### config.mk
export PLATFORM = sky130hd
export DESIGN_NAME = fsk_phase_split
export DESIGN_NICKNAME = d
export VERILOG_FILES = /design/src/rtl/fsk_split_pkg.sv /design/src/rtl/fsk_sym_demap.sv /design/src/rtl/fsk_pair_reg.sv /design/src/rtl/fsk_group_seq.sv /design/src/rtl/fsk_phase_split.sv
export SDC_FILE = /design/constraint.sdc
export NUM_CORES = 1
export LEC_CHECK = 0
export BUFFER_PORTS_ARGS = -buffer_cell sky130_fd_sc_hd__buf_2
export CAP_MARGIN = 15
export CORE_AREA = 2 2 39 41
export DETAILED_ROUTE_END_ITERATION = 10
export DIE_AREA = 0 0 41 43
export PLACE_DENSITY_LB_ADDON = 0.05
export RECOVER_POWER = 25
export SETUP_SLACK_MARGIN = 0.05
export SLEW_MARGIN = 20
export SYNTH_ARGS = -nofsm -noshare
export SYNTH_HDL_FRONTEND = slang
export SYNTH_HIERARCHICAL = 1
export SYNTH_SLANG_ARGS = --single-unit
### constraint.sdc
create_clock -name clk -period 0.9 [get_ports clk]
set_input_delay 0 -clock clk [delete_from_list [all_inputs] [get_ports clk]]
set_output_delay 0 -clock clk [all_outputs]
set_load 0.01 [all_outputs]
### src/rtl/fsk_split_pkg.sv
package fsk_split_pkg;

   // One pair of phase bits: hi is the first phase (A or C), lo the second (B or D)
   typedef struct packed {
      logic hi;
      logic lo;
   } pair_t;

   localparam int NUM_PAIRS = 2;

endpackage

### src/rtl/fsk_sym_demap.sv
module fsk_sym_demap
   import fsk_split_pkg::*;
#(
   parameter int SYM_W = 2
) (
   input  logic [SYM_W-1:0] sym,
   input  logic             quad_lvl,
   output pair_t            bits
);

   // Gray demap: the upper level half gives 0 on the first bit.
   // The outer levels give 1 on the second bit.
   always_comb begin
      bits.hi = ~sym[SYM_W-1];
      bits.lo = quad_lvl & ~(sym[1] ^ sym[0]);
   end

endmodule

### src/rtl/fsk_pair_reg.sv
module fsk_pair_reg
   import fsk_split_pkg::*;
#(
   parameter bit ASYNC_RST = 1'b1
) (
   input  logic  clk,
   input  logic  rst_n,
   input  logic  clr,
   input  logic  load,
   input  pair_t d,
   output pair_t q
);

   pair_t q_nxt;

   always_comb begin
      q_nxt = q;
      if (clr)
         q_nxt = '0;
      else if (load)
         q_nxt = d;
   end

   generate
      if (ASYNC_RST) begin : g_arst
         always_ff @(posedge clk or negedge rst_n) begin
            if (!rst_n) q <= '0;
            else        q <= q_nxt;
         end
      end else begin : g_srst
         always_ff @(posedge clk) begin
            if (!rst_n) q <= '0;
            else        q <= q_nxt;
         end
      end
   endgenerate

endmodule

### src/rtl/fsk_group_seq.sv
module fsk_group_seq
   import fsk_split_pkg::*;
#(
   parameter bit ASYNC_RST = 1'b1
) (
   input  logic                 clk,
   input  logic                 rst_n,
   input  logic                 frame_start,
   input  logic                 sym_stb,
   input  logic                 rate_dbl,
   output logic [NUM_PAIRS-1:0] load,
   output logic                 grp_vld
);

   logic odd_q, odd_nxt;
   logic vld_nxt;
   logic take;

   always_comb begin
      take    = sym_stb & ~frame_start;
      load[0] = take & (~rate_dbl | ~odd_q);
      load[1] = take &   rate_dbl &  odd_q;
      vld_nxt = take & (~rate_dbl | odd_q);
      if (frame_start)  odd_nxt = 1'b0;
      else if (take)    odd_nxt = rate_dbl & ~odd_q;
      else              odd_nxt = odd_q;
   end

   generate
      if (ASYNC_RST) begin : g_arst
         always_ff @(posedge clk or negedge rst_n) begin
            if (!rst_n) begin
               odd_q   <= 1'b0;
               grp_vld <= 1'b0;
            end else begin
               odd_q   <= odd_nxt;
               grp_vld <= vld_nxt;
            end
         end
      end else begin : g_srst
         always_ff @(posedge clk) begin
            if (!rst_n) begin
               odd_q   <= 1'b0;
               grp_vld <= 1'b0;
            end else begin
               odd_q   <= odd_nxt;
               grp_vld <= vld_nxt;
            end
         end
      end
   endgenerate

endmodule

### src/rtl/fsk_phase_split.sv
module fsk_phase_split
   import fsk_split_pkg::*;
#(
   parameter int SYM_W     = 2,
   parameter bit ASYNC_RST = 1'b1
) (
   input  logic             clk,
   input  logic             rst_n,
   input  logic             frame_start,
   input  logic             sym_stb,
   input  logic [SYM_W-1:0] sym,
   input  logic             rate_dbl,
   input  logic             quad_lvl,
   output logic             ph_a,
   output logic             ph_b,
   output logic             ph_c,
   output logic             ph_d,
   output logic             grp_vld
);

   generate
      if (SYM_W != 2) begin : g_bad_sym_w
         $error("fsk_phase_split: SYM_W must be 2");
      end
   endgenerate

   pair_t                 demap;
   pair_t                 held [NUM_PAIRS];
   logic [NUM_PAIRS-1:0]  load;

   fsk_sym_demap #(.SYM_W(SYM_W)) demap_i (
      .sym      (sym),
      .quad_lvl (quad_lvl),
      .bits     (demap)
   );

   fsk_group_seq #(.ASYNC_RST(ASYNC_RST)) seq_i (
      .clk         (clk),
      .rst_n       (rst_n),
      .frame_start (frame_start),
      .sym_stb     (sym_stb),
      .rate_dbl    (rate_dbl),
      .load        (load),
      .grp_vld     (grp_vld)
   );

   for (genvar p = 0; p < NUM_PAIRS; p++) begin : g_pair
      fsk_pair_reg #(.ASYNC_RST(ASYNC_RST)) pair_i (
         .clk   (clk),
         .rst_n (rst_n),
         .clr   (frame_start),
         .load  (load[p]),
         .d     (demap),
         .q     (held[p])
      );
   end

   assign ph_a = held[0].hi;
   assign ph_b = held[0].lo;
   assign ph_c = held[1].hi;
   assign ph_d = held[1].lo;

endmodule

Yosys cells after proc, flatten, opt, wreduce, memory -nomap -nowiden

Index checks and enable logic that the tools add are counted.

Register bits: 6
Output and inout port bits: 5
Logic and storage cells: 30

Multiplexer cells: 6
Bitwise logic cells: 15
Reductions and logical operators: 3

Operators by type and width:

| kind              | count |
|---|---|
| $mux 2            | 4 |
| $and 1x1->1       | 7 |
| $reduce_bool 2->1 | 3 |
| $not 1->1         | 5 |
| $mux 1            | 2 |
| $or 1x1->1        | 2 |
| $xor 1x1->1       | 1 |

Depth between registers and ports, before layout

Gate-level depths: netlist (run 1).

Depth after elaboration: 6
Depth in mapped cells: 4

Hierarchy

The synthesis (run 1) kept the hierarchy.

By module, submodules not included:

| module        | times used | cells each | area each (µm²) | seq. area each (µm²) |
|---|---|---|---|---|
| fsk_pair_reg  | 2          | 6          | 77.6            | 50.0 |
| fsk_group_seq | 1          | 10         | 108.9           | 50.0 |
| fsk_sym_demap | 1          | 3          | 18.8            | 0.0 |

Worst setup path before layout (run 1)

OpenSTA, ideal clock, no wires.

Kind: reg-to-reg
Start point: reg seq_i.odd_q
End point: reg g_pair[0].pair_i/q[0] (netlist name)
Setup time: 119 ps
Data arrival time: 857 ps
Data required time: 781 ps
Setup slack: -76 ps
Cell stages (with the launch flop): 4
Path buffers: 0
Period minus slack after synthesis: 976 ps
Path through: dfrtp_1 -> a21oi_1 -> mux2i_1 -> nor2_1

Word-level cells in the longest chain between the ends: 4

Ends and longest elaborated chain:

| item                        | line                  | text |
|---|---|---|
| start: declaration          | fsk_group_seq.sv:15   | `logic odd_q, odd_nxt;` |
| start signal: assignment    | fsk_group_seq.sv:36   | `odd_q <= odd_nxt;` |
| $not 1->1                   | fsk_group_seq.sv:21   | `load[0] = take & (~rate_dbl \| ~odd_q);` |
| $or 1x1->1                  | fsk_group_seq.sv:21   |  |
| $and 1x1->1                 | fsk_group_seq.sv:21   |  |
| via load[0]                 | fsk_phase_split.sv:29 | `logic [NUM_PAIRS-1:0] load;` |
| $reduce_bool 2->1 (no line) | -                     |  |
| end signal: assignment      | fsk_pair_reg.sv:28    | `else q <= q_nxt;` |
| end: declaration            | fsk_pair_reg.sv:11    | `output pair_t q` |

The timed path passes the listed nets, and every way through them passes these cells.
A chain may end at the register's enable or synchronous reset.

Worst setup path after layout (run 1)

Ends and elaborated chain as after synthesis.

==> results of run 1 <==
-- through the flow --
step / util (%) / worst slack [ps] / hold slack, ps / cell area, um^2 / cells
3_3_place_gp: 27.2 / -72.4 / -166 / 377 / 54
5_1_grt: 31.3 / -183 / 48.0 / 433 / 60
4_1_cts: 31.0 / -113 / 37.8 / 429 / 60
2_1_floorplan: - / -5.04 / -296 / 289 / 25
6_report: 31.3 / -127 / 56.5 / 433 / 60
3_5_place_dp: 27.2 / -97.6 / -159 / 377 / 54
-- timing repair --
| action | 4_1_cts | 5_1_grt |
|---|---|---|
| setup endpoints to repair | 4 | 4 |
| gates resized for setup | 0 | 1 |
| hold buffers | 3 | 0 |
| hold endpoints to repair | 8 | 0 |
-- layout by cell type, fill, tap and decap left out --
cell,count
nand2_1,1
xnor2_1,1
buf_4,1
nand4bb_1,1
clkbuf_1,1
and2_1,1
inv_1,2
dlygate4sd3_1,3
a21oi_2,1
nor2_4,1
dfrtp_1,6
nand2b_4,1
nor2_1,4
a21oi_1,1
buf_2,11
clkbuf_4,3
o31ai_2,1
mux2i_1,4
-- cells in the mapped netlist --
library cell  instances  area share, %
a21oi_1               2            3.5
and2_1                1            2.2
dfrtp_1               6             53
inv_1                 2            2.7
mux2i_1               4             14
nand2_1               1            1.3
nand2b_4              1            4.9
nand4bb_1             1            4.0
nor2_1                5            6.6
o31ai_2               1            4.4
xnor2_1               1            3.1
-- worst reg2reg max path, cell delays in order (launching register included) --
cell     delay [ps]
dfrtp_1         410
a21oi_2         210
mux2i_1         230
nor2_1           60
-- state kept, by name (all words and copies together), names as in the netlist --
| signal | count |
|---|---|
| seq_i/grp_vld | 1 |
| seq_i/odd_q | 1 |
| g_pair.pair_i/q | 4 |
-- power by group through the flow --
stage,registers [mW],clock network [mW],logic (mW)
3_5_place_dp,0.289,0,0.0837
5_1_grt,0.286,0.288,0.104
4_1_cts,0.285,0.267,0.0939
2_1_floorplan,0.292,0,0.0344
3_3_place_gp,0.289,0,0.0824
6_report,0.285,0.254,0.0939
-- worst min-delay path by stage --
stage,from,endpoint,slack [ps],cells after the start
finish,sym_stb,seq_i/grp_vld,60,3
global route,sym_stb,seq_i/grp_vld,50,3
CTS,sym_stb,seq_i/grp_vld,40,3
detailed placement,rst_n,g_pair[0].pair_i/q[1],-160,1
global placement,rst_n,seq_i/grp_vld,-170,1
floorplan,rst_n,g_pair[0].pair_i/q[0],-300,0
-- cell families after synthesis --
group / count (synthesis) / synth area share (%)
AO/OA/AOI/OAI: 3 / 7.96
XOR/XNOR: 1 / 3.10
buffers and inverters: 2 / 2.66
AND/OR/NAND/NOR: 9 / 19.0
flip-flops: 6 / 53.1
multiplexers: 4 / 14.2
-- layout make-up --
type,instances,area (um^2)
inverters,2,7.51
fillers,161,951
repair buffers,16,96.3
clock buffers,3,22.5
well taps,16,20.0
flip-flops and latches,6,150
multi-input cells,17,136
-- routing by layer --
metal | routed length, um | share of wire, %
met1 | 324 | 43
met2 | 375 | 50
met3 | 34 | 4.6
met4 | 11 | 1.5
met5 | 0 | 0
==> flow_results.org, run 1 <==
** Outcome
- Outcome :: finished, violations left
- Violated checks :: negative setup slack

** Pwr
- Post-layout power :: 0.633 mW
- Net switching is 24.4% of the power.
- The analysis attributes to net switching a power of 0.155 mW.
- For this design the static power due to leakage is 0.213 nW.
- Internal power comes to 0.478 mW.
- VDD sags by at most 0.654 mV.
- The clock network accounts for 40.1% of the total power.
- Sequential cells burn 45.1% of the power.
- Pwr/cell area :: 1460 mW/mm^2
- Combinational group share of total power :: 14.8%

** CTS
- CTS Buffer Depth :: 2
- After clock tree synthesis, the clock-pin slew on the worst setup and hold paths is 50 ps.
- Inserted Clock Buffers :: 3
- The clock net in this run drives a total of 6 sinks.
- Post CTS Setup Buffer Count :: 0
- H-tree depth :: 1
- TritonCTS clock tree :: built
- The cell sitting at the root of the clock tree is a clkbuf_4.
- The clock reaches the later pin of the worst-skew pair after 240 ps.

** Setup path
- Among all stages on the critical path, the largest delay is contributed by dfrtp_1.
- Depth of the worst register-to-register path :: 3
- Along the worst path, the maximum fanout reaches 4.
- Capture point of the worst path :: g_pair[0].pair_i/q[0]
- The critical path contains buffers and inverters numbering 0 combined.
- The setup check on the worst reg-to-reg path leaves a slack of -130 ps.
- Worst Path Class, Setup :: flop to flop
- Among cell families on the critical path, the largest total delay comes from flip-flops.
- Data required time of the worst path :: 1030 ps
- Reg2reg start :: seq_i/odd_q
- In this run the number of cells on the critical path is 3.
- The worst setup path is captured at a flop.
- Endpoint of the worst-slack reg-to-reg timing path :: g_pair[0].pair_i/q[0]
- Critical path data arrival time :: 1150 ps
- Category of the worst setup path launch point :: flop
- The largest single stage delay on the critical path is 410 ps.
- Start point of the critical path :: seq_i/odd_q
- Critical Path, Cell by Cell :: a21oi_2 -> mux2i_1 -> nor2_1

** Synthesis
- After synthesis the netlist holds a flip-flop and latch count of 6.
- A synthesized cell averages 11.3 um^2.
- Synthesis produced a netlist with a net count of 33.
- The Yosys step of the flow raised 6 warnings.
- Post-Syn Area :: 283 um^2
- Sequential elements use 53.1% of the synthesized area.
- Number of library cell types mapped by synthesis :: 11
- Post-synthesis cell count :: 25

** Floorplanning
- Measured along the x axis, the die boundary spans 41 um.
- Initial core utilization :: 20.4%
- DIE HEIGHT :: 43 um
- After floorplanning, the core was divided into 14 placement rows.
- The die covers 0.00176 mm^2.
- Placeable Area :: 0.00138 mm^2
- # IOs :: 13

** Timing
- Max-slew violation count :: 0
- On the final layout, the worst clock skew is 2.38 ps.
- Setup TNS after final layout :: -353 ps
- Worst relative slew slack :: 74.1%
- The final-report hold violation count came to 0.
- Transition at the pin with the smallest max-transition slack :: 389 ps
- The worst path in the final design needs a cycle of 1030 ps, including I/O delays and setup.
- Endpoints failing setup :: 4
- Smallest setup slack after layout :: -127 ps
- The worst path uses 114% of the clock period.
- Derived from the worst setup path, the maximum achievable clock frequency is 0.974 GHz.
- Setup repair after global routing could not meet its margin everywhere.

** Final layout
- The area growth from synthesis to layout is 53.1%.
- The post-route netlist has 43.2% of its cells at a drive strength greater than 1.
- The repair_antennas step left the layout with diodes totalling 0.
- Final #Nets :: 54

** GRT
- In the global route stage, met2 resource usage came out at 15.0%.
- Global-route wire length before repair :: 1200 um
- For this run the aggregate overflow at the end of global routing stands at 0.
- For met3 alone, demand over resource in global routing was 3.14%.
- Entering global routing, the biggest net connects 7 pins.
- met2 is the most crowded layer.
- Global-route usage over all layers :: 11.1%
- The number of global-route vias before repair is 274.
- Global routing used 13.4% of the available met1 tracks.
- Initial antenna violation count :: 0

** Run
- Max-cap violations in this run came to 0.

** Detailed routing
- Number of antenna-violating nets in the routed design :: 0
- After the first detailed-routing iteration, the DRC count stood at 3.
- Post-route DRC violation count :: 0
- In the routed layout, each cell is associated on average with a via count of 4.10.
- For this block, the via count after detailed routing is 246.
- First-pass iteration count of the detailed router :: 2
- After detailed routing, the average wire length per cell comes to 12.4 um.
- Wires add up to 745 um.

** Placement
- Number of buffers inserted by port buffering :: 12
- Placer congestion estimate :: 0.638

** Hold path
- HP Class :: input port to flop
Note: power is estimated with default switching activity, not from simulation.
==> inputs of run 2 (changes only) <==
==> constraint.sdc (replaced) <==
create_clock -name clk -period 1.16 [get_ports clk]
set_input_delay 0 -clock clk [delete_from_list [all_inputs] [get_ports clk]]
set_output_delay 0 -clock clk [all_outputs]
set_load 0.01 [all_outputs]
==> run 2 against run 1 <==
The flow now finishes without violations. Clock power fell by 29%. Final cell count is 1.7% lower. First-iteration DRC count decreased by 67%. Power fell by 26%. Via count is 1.2% lower. Flip-flop and latch count stayed put. Utilization down 0.90 points. Hold slack worse by 24 ps. Critical endpoint unchanged. Highest routed layer is now met3.
==> flow_results.org, run 2 (synthesized netlist as in run 1, its figures left out) <==
** Final layout
- Number of flip-flops in the largest register :: 4
- In the final layout, the registers with the most flip-flops are g_pair.pair_i/q x4, seq_i/grp_vld x1, seq_i/odd_q x1.
- The number of antenna diodes in the final layout is 0.
- Final #Nets :: 53
- Most used cells in the layout excluding fill and tap cells :: 11 x buf_2, 6 x dfrtp_1, 4 x mux2i_1, 4 x nor2_1
- Share of cells above drive strength 1 :: 41.9%
- The library cell used most frequently in the layout, excluding fill and tap cells, is buf_2.
- The register with the most flip-flops in the final layout is g_pair.pair_i/q.
- Layout Utilization :: 30.4%
- Compared with the post-synthesis result, the final layout area differs by 48.7%.
- After the flow finishes, the layout carries non-filler instances totaling 59.
- After routing the design area is 420 um^2.

** Floorplanning
- The die is 43 um tall.
- In this run the horizontal extent of the chip is 41 um.
- Total die area :: 0.00176 mm^2
- Row Count :: 14
- Once the floorplan was initialized, standard cells occupied 20.4% of the core.
- The floorplan step defined a core boundary enclosing 0.00138 mm^2.
- 13 I/O pins were placed.

** Timing
- Worst relative slew slack :: 76.9%
- Transition at the pin with the smallest max-transition slack :: 347 ps
- Setup total negative slack on the finished layout was measured at 0 ps.
- Final clock period utilization by the worst path :: 85.7%
- Setup repair after global routing left no endpoint under its margin.
- The final-report max-slew violation count is 0.
- Endpoints failing setup :: 0
- Max Clock Freq :: 1.01 GHz
- The final-report hold violation count was 0.
- Subtracting the final worst setup slack from the clock period gives 994 ps.
- Worst Skew :: 1.76 ps

** Pwr
- Power share of the clock group :: 38.5%
- Pwr/cell area :: 1120 mW/mm^2
- VDD IR max :: 0.507 mV
- Sw Pwr :: 0.103 mW
- Sequential cells account for 47.1% of the total power.
- For this design the static power due to leakage is 0.208 nW.
- The design draws 0.471 mW.
- In this run, the combinational gates consume 14.4% of the power.
- The internal power of the cells totals 0.368 mW.
- Net switching share of the total power :: 21.8%

** Setup path
- Crit-path leading delay family :: buffers and inverters
- Measured in cells, the most critical reg-to-reg path has a length of 3.
- Count of buffering cells on the critical path with inverters included :: 2
- The worst register-to-register path ends at g_pair[0].pair_i/q[0].
- The worst setup path is of the input port to flop kind.
- Reg2reg start :: seq_i/odd_q
- Maximum fanout along the worst path :: 4
- The setup check on the worst reg-to-reg path leaves a slack of 170 ps.
- Data required time of the worst path :: 1280 ps
- Worst stage delay on the critical path :: 530 ps
- The critical path goes through dlygate4sd3_1 -> buf_2 -> a21oi_2 -> mux2i_1 -> nor2_1.
- The worst setup path is captured at a flop.
- STA puts the critical path data arrival time at 1120 ps.
- Category of the worst setup path launch point :: input port
- The slowest stage of the critical path is the dlygate4sd3_1 cell.

** Detailed routing
- The routed layout has 243 vias.
- Vias per cell :: 4.12
- Post-route DRC violation count :: 0
- Wirelength, routed :: 616 um
- In this run the remaining antenna-violating nets after routing total 0.
- Dividing the detail-routed wire length by the instance count gives 10.4 um.
- In this run, the number of DRC markers left after iteration 0 of detailed routing was 1.
- For this run, the detailed router's first-pass iteration total came to 2.

** Outcome
- Outcome :: completed

** CTS
- Inserted Clock Buffers :: 3
- After clock tree synthesis, the clock-pin slew on the worst setup and hold paths is 40 ps.
- TritonCTS clock tree :: built
- In this run the deepest clock path goes through 2 buffers.
- In this run the number of H-tree levels came out at 1.
- For the worst-skew pair, the clock arrives at the later sink with an insertion delay of 240 ps.
- Number of sinks handled by clock tree synthesis :: 6
- Cell chosen for the clock root :: clkbuf_4

** Placement
- Placer congestion estimate :: 0.681
- HPWL after detailed placement :: 478 um
- Once placement completed, the tool counted placed cells totaling 53.
- In this run the cell area measured after placement is 363 um^2.
- Number of buffers inserted by port buffering :: 12

** Run
- The tool flagged a number of max-cap violations equal to 0.

** Hold path
- Hold path startpoint :: frame_start
- The min-delay analysis places its worst path in the category input port to flop.
- Counting instances, the worst hold path has a depth of 2.
- For hold timing, the worst endpoint is g_pair[0].pair_i/q[0].

** GRT
- The number of antenna violations at the first check in global routing is 0.
- Entering global routing, the biggest net connects 8 pins.
- Across every metal layer, demand over resource in global routing totals 9.27%.
- Number of global-route vias before repair :: 240
- Global-route wire length before repair :: 993 um
- Gr ovfl total :: 0
[run 2: cell count changes in the layout (fill, tap and decap cells not counted)]
cell,previous run,this run
buf_4,1,0
nor2_2,0,1
nor2_4,1,0
[run 2: worst max path at each step]
stage | startpoint | endpoint | slack (ps) | depth (start not counted)
6_report | rate_dbl | g_pair[0].pair_i/q[0] | 170 | 5
5_1_grt | rate_dbl | g_pair[1].pair_i/q[0] | 60 | 6
4_1_cts | seq_i/odd_q | g_pair[0].pair_i/q[0] | 90 | 3
3_5_place_dp | seq_i/odd_q | g_pair[0].pair_i/q[0] | 100 | 3
3_3_place_gp | seq_i/odd_q | g_pair[0].pair_i/q[0] | 100 | 3
2_1_floorplan | seq_i/odd_q | g_pair[0].pair_i/q[0] | 180 | 3
[run 2: power by group through the flow]
stage	Sequential [mW]	Combinational, mW	Clock, mW
2_1_floorplan	0.226	0.0253	0
3_3_place_gp	0.224	0.0591	0
3_5_place_dp	0.224	0.0594	0
4_1_cts	0.221	0.0671	0.195
5_1_grt	0.222	0.0757	0.214
6_report	0.222	0.0677	0.181
[run 2: final cells by class]
type | count | area [um^2]
multi-input cells | 17 | 131
well taps | 16 | 20.0
clock buffers | 3 | 22.5
repair buffers | 15 | 88.8
fillers | 158 | 963
flip-flops and latches | 6 | 150
inverters | 2 | 7.51
[run 2: metrics by stage]
stage,worst slack [ps],hold slack (ps)
finish,166,32.9
global route,55.7,20.0
CTS,87.7,21.0
detailed placement,95.7,-164
global placement,104,-166
floorplan,184,-296
[run 2: layer usage]
layer  routed length [um]  part of all wire (%)  global-route usage [%]
met3                   52                   8.4                    7.85
met2                  318                    52                    12.8
met4                    0                     0                    4.00
met1                  246                    40                    9.77
met5                    0                     0                       0
[run 2: worst register-to-register path, delay by kind of cell (launching register included)]
family	cells	cell delay [ps]
mux	1	210
flops	1	410
simple gates	1	50
compound gates	1	210
[run 2: repair_timing]
action,4_1_cts,5_1_grt
hold buffers,3,0
gates resized for setup,0,2
endpoints found under the setup margin,0,3
endpoints found under the hold margin,8,0
setup buffers,0,0
==> inputs of run 3 (changes only) <==
==> constraint.sdc (replaced) <==
create_clock -name clk -period 0.96 [get_ports clk]
set_input_delay 0 -clock clk [delete_from_list [all_inputs] [get_ports clk]]
set_output_delay 0 -clock clk [all_outputs]
set_load 0.01 [all_outputs]
==> run 3 against run 2 <==
First-iteration DRC count stayed put. Critical path depth fell by 2. Clock skew hardly changed. Largest power group unchanged. Global-route usage about the same. The flow now finishes with violations (negative setup slack). Critical path type is now flop to flop. Critical endpoint is now g_pair[0].pair_i/q[1].
==> flow_results.org, run 3 (synthesized netlist as in run 1, its figures left out) <==
** CTS
- Clock latency on the worst-skew pair, taken at its later pin, is 240 ps.
- Number of sinks handled by clock tree synthesis :: 6
- The tree is rooted in a clkbuf_4.
- Clock tree synthesis inserted a total of 3 buffers.
- CTS built an H-tree with a depth of 1.
- The clock passes through at most 2 buffers.
- TritonCTS clock tree :: built
- Clk pin slew, worst setup/hold paths :: 50 ps

** GRT
- The number of global-route vias before repair came to 249.
- Global-route usage over all layers :: 9.29%
- Global-route wire length before repair :: 1040 um
- The total overflow left after global routing is 0.
- Initial antenna violation count :: 0
- Entering global routing, the biggest net connects 7 pins.

** Setup path
- The worst register-to-register path begins at seq_i/odd_q.
- Worst Path Class, Setup :: flop to flop
- In this run the worst path has a maximum fanout of 3.
- At the worst endpoint, the required time is 1090 ps.
- The most critical setup path has its startpoint at seq_i/odd_q.
- Type of element capturing the critical path :: flop
- STA classifies the critical path startpoint as a flop.
- Critical path data arrival time :: 1100 ps

** Timing
- Across all hold checks on the routed design, the worst slack comes to 54.6 ps.
- Max-slew violation count :: 0
- Setup repair after global routing could not meet its margin everywhere.
- Final hold viol count :: 0
- Static timing analysis puts the maximum clock frequency at 1.04 GHz.
- The routed design could run at a clock period as short as 963 ps.
- Transition at the pin with the smallest max-transition slack :: 341 ps
- Setup violations remaining at the end of the flow were counted as 2.
- After routing, the total negative slack on setup checks comes to -4.98 ps.
- Worst relative slew slack :: 77.2%
- Smallest setup slack after layout :: -2.81 ps
- Clock skew on the completed layout was measured at 1.34 ps.
- Final clock period utilization by the worst path :: 100%

** Detailed routing
- Wirelength, routed :: 646 um
- Post-route DRC violation count :: 0
- First-pass iteration count of the detailed router :: 2
- Vias per cell :: 4.00
- The routed layout has 244 vias.
- Number of antenna-violating nets in the routed design :: 0
- Average wire per standard cell :: 10.6 um
- In this run, the number of DRC markers left after iteration 0 of detailed routing was 1.

** Pwr
- Per report_power, the combinational group accounts for 15.4% of the total.
- VDD sags by at most 0.390 mV.
- Design internal power :: 0.451 mW
- Net switching is 24.1% of the power.
- Fraction of power consumed by sequential logic :: 44.8%
- Power share of the clock group :: 39.8%
- Leakage power total :: 0.218 nW
- Power spread over the standard cell area amounts to 1350 mW/mm^2.
- Sw Pwr :: 0.143 mW
- Post-layout power :: 0.594 mW

** Floorplanning
- From left edge to right edge, the die measures 41 um.
- The die covers 0.00176 mm^2.
- After floorplanning, the core was divided into 14 placement rows.
- # IOs :: 13
- Once the floorplan was initialized, standard cells occupied 20.4% of the core.
- DIE HEIGHT :: 43 um
- In this run the standard cell core region covers 0.00138 mm^2.

** Final layout
- Relative to the synthesized area, the layout overhead comes to 55.8%.
- The register with the most flip-flops in the layout has 4 of them.
- In the final layout, the registers with the most flip-flops are g_pair.pair_i/q x4, seq_i/grp_vld x1, seq_i/odd_q x1.
- The number of antenna diodes in the final layout is 0.
- At the end of the flow, the number of nets in the layout was 55.
- Most used cells in the layout excluding fill and tap cells :: 11 x buf_2, 6 x dfrtp_1, 4 x mux2i_1, 4 x nor2_1
- Share of cells above drive strength 1 :: 44.4%
- Register containing the most flip-flops in the final layout :: g_pair.pair_i/q
- Leaving out fill and tap cells, the most frequent cell in the layout is buf_2.
- After the flow finishes, the layout carries non-filler instances totaling 61.
- After routing the design area is 440 um^2.
- # fillers :: 149

** Placement
- Number of buffers inserted by port buffering :: 12
- HPWL after detailed placement :: 490 um
- The congestion estimate from routability-driven global placement came to 0.614.
- Placed cell count :: 54
- Post-Place Cell Area :: 377 um^2

** Outcome
- Violated checks :: negative setup slack
- Outcome :: finished, violations left

** Hold path
- Hold path startpoint :: sym_stb
- The worst hold path belongs to the class input port to flop.

** Run
- Number of max-cap violations :: 0
==> run 3: cell count changes in the layout (fill, tap and decap cells not counted) <==
cell,previous run,this run
buf_4,0,2
nor2_2,1,0
nor2_4,0,1
==> run 3: area by class of cell <==
cell class,instances,area [um^2],area share (%)
clock buffer,3,22.5,5.11
inverter,2,7.51,1.70
multi-input combinational,17,136,31.0
sequential,6,150,34.1
tap,16,20.0,4.55
timing repair buffer,17,104,23.6
==> run 3: worst max-delay path: stages, from the launching register on <==
cell and delay, ps:
dfrtp_1 390, a21oi_2 200, mux2i_1 200, nor2_1 50
==> run 3: stage by stage <==
stage | utilization, % | worst slack (ps)
2_1_floorplan | - | 55.0
3_3_place_gp | 27.2 | -23.6
3_5_place_dp | 27.2 | -18.9
4_1_cts | 31.6 | -25.5
5_1_grt | 31.8 | -56.3
6_report | 31.8 | -2.81
==> run 3: power groups by stage <==
stage | combinational [mW] | clock [mW] | sequential, mW
6_report | 0.0913 | 0.237 | 0.266
5_1_grt | 0.0996 | 0.268 | 0.267
4_1_cts | 0.0916 | 0.248 | 0.266
3_5_place_dp | 0.0780 | 0 | 0.271
3_3_place_gp | 0.0771 | 0 | 0.270
2_1_floorplan | 0.0322 | 0 | 0.274
==> run 3: routing by layer <==
layer	share of wire, %	vias to the layer above	track usage (%)
met5	0	-	0
met4	0	0	8.00
met3	5.0	0	3.14
met2	51	6	13.1
met1	44	114	10.5
li1	-	124	-
==> run 3: path summary, 6_finish.rpt <==
| path | depth (start not counted) | slack [ps] | endpoint |
|---|---|---|---|
| max in group asynchronous | 2 | 540 | g_pair[1].pair_i/q[1] |
| min in group asynchronous | 2 | 170 | seq_i/grp_vld |
| worst min register to register | 2 | 520 | g_pair[0].pair_i/q[1] |
| worst max register to register | 3 | -3 | g_pair[0].pair_i/q[1] |
| worst max-delay path | 3 | -3 | g_pair[0].pair_i/q[1] |
| worst min-delay path | 3 | 50 | seq_i/grp_vld |
==> run 3: repair_timing <==
action / in CTS / in global routing
pin swaps: 1 / 2
hold endpoints to repair: 8 / 0
endpoints found under the setup margin: 4 / 5
buffers inserted: 1 / 0
hold buffers: 3 / 0
gates resized for setup: 0 / 1
cloned: 0 / 0
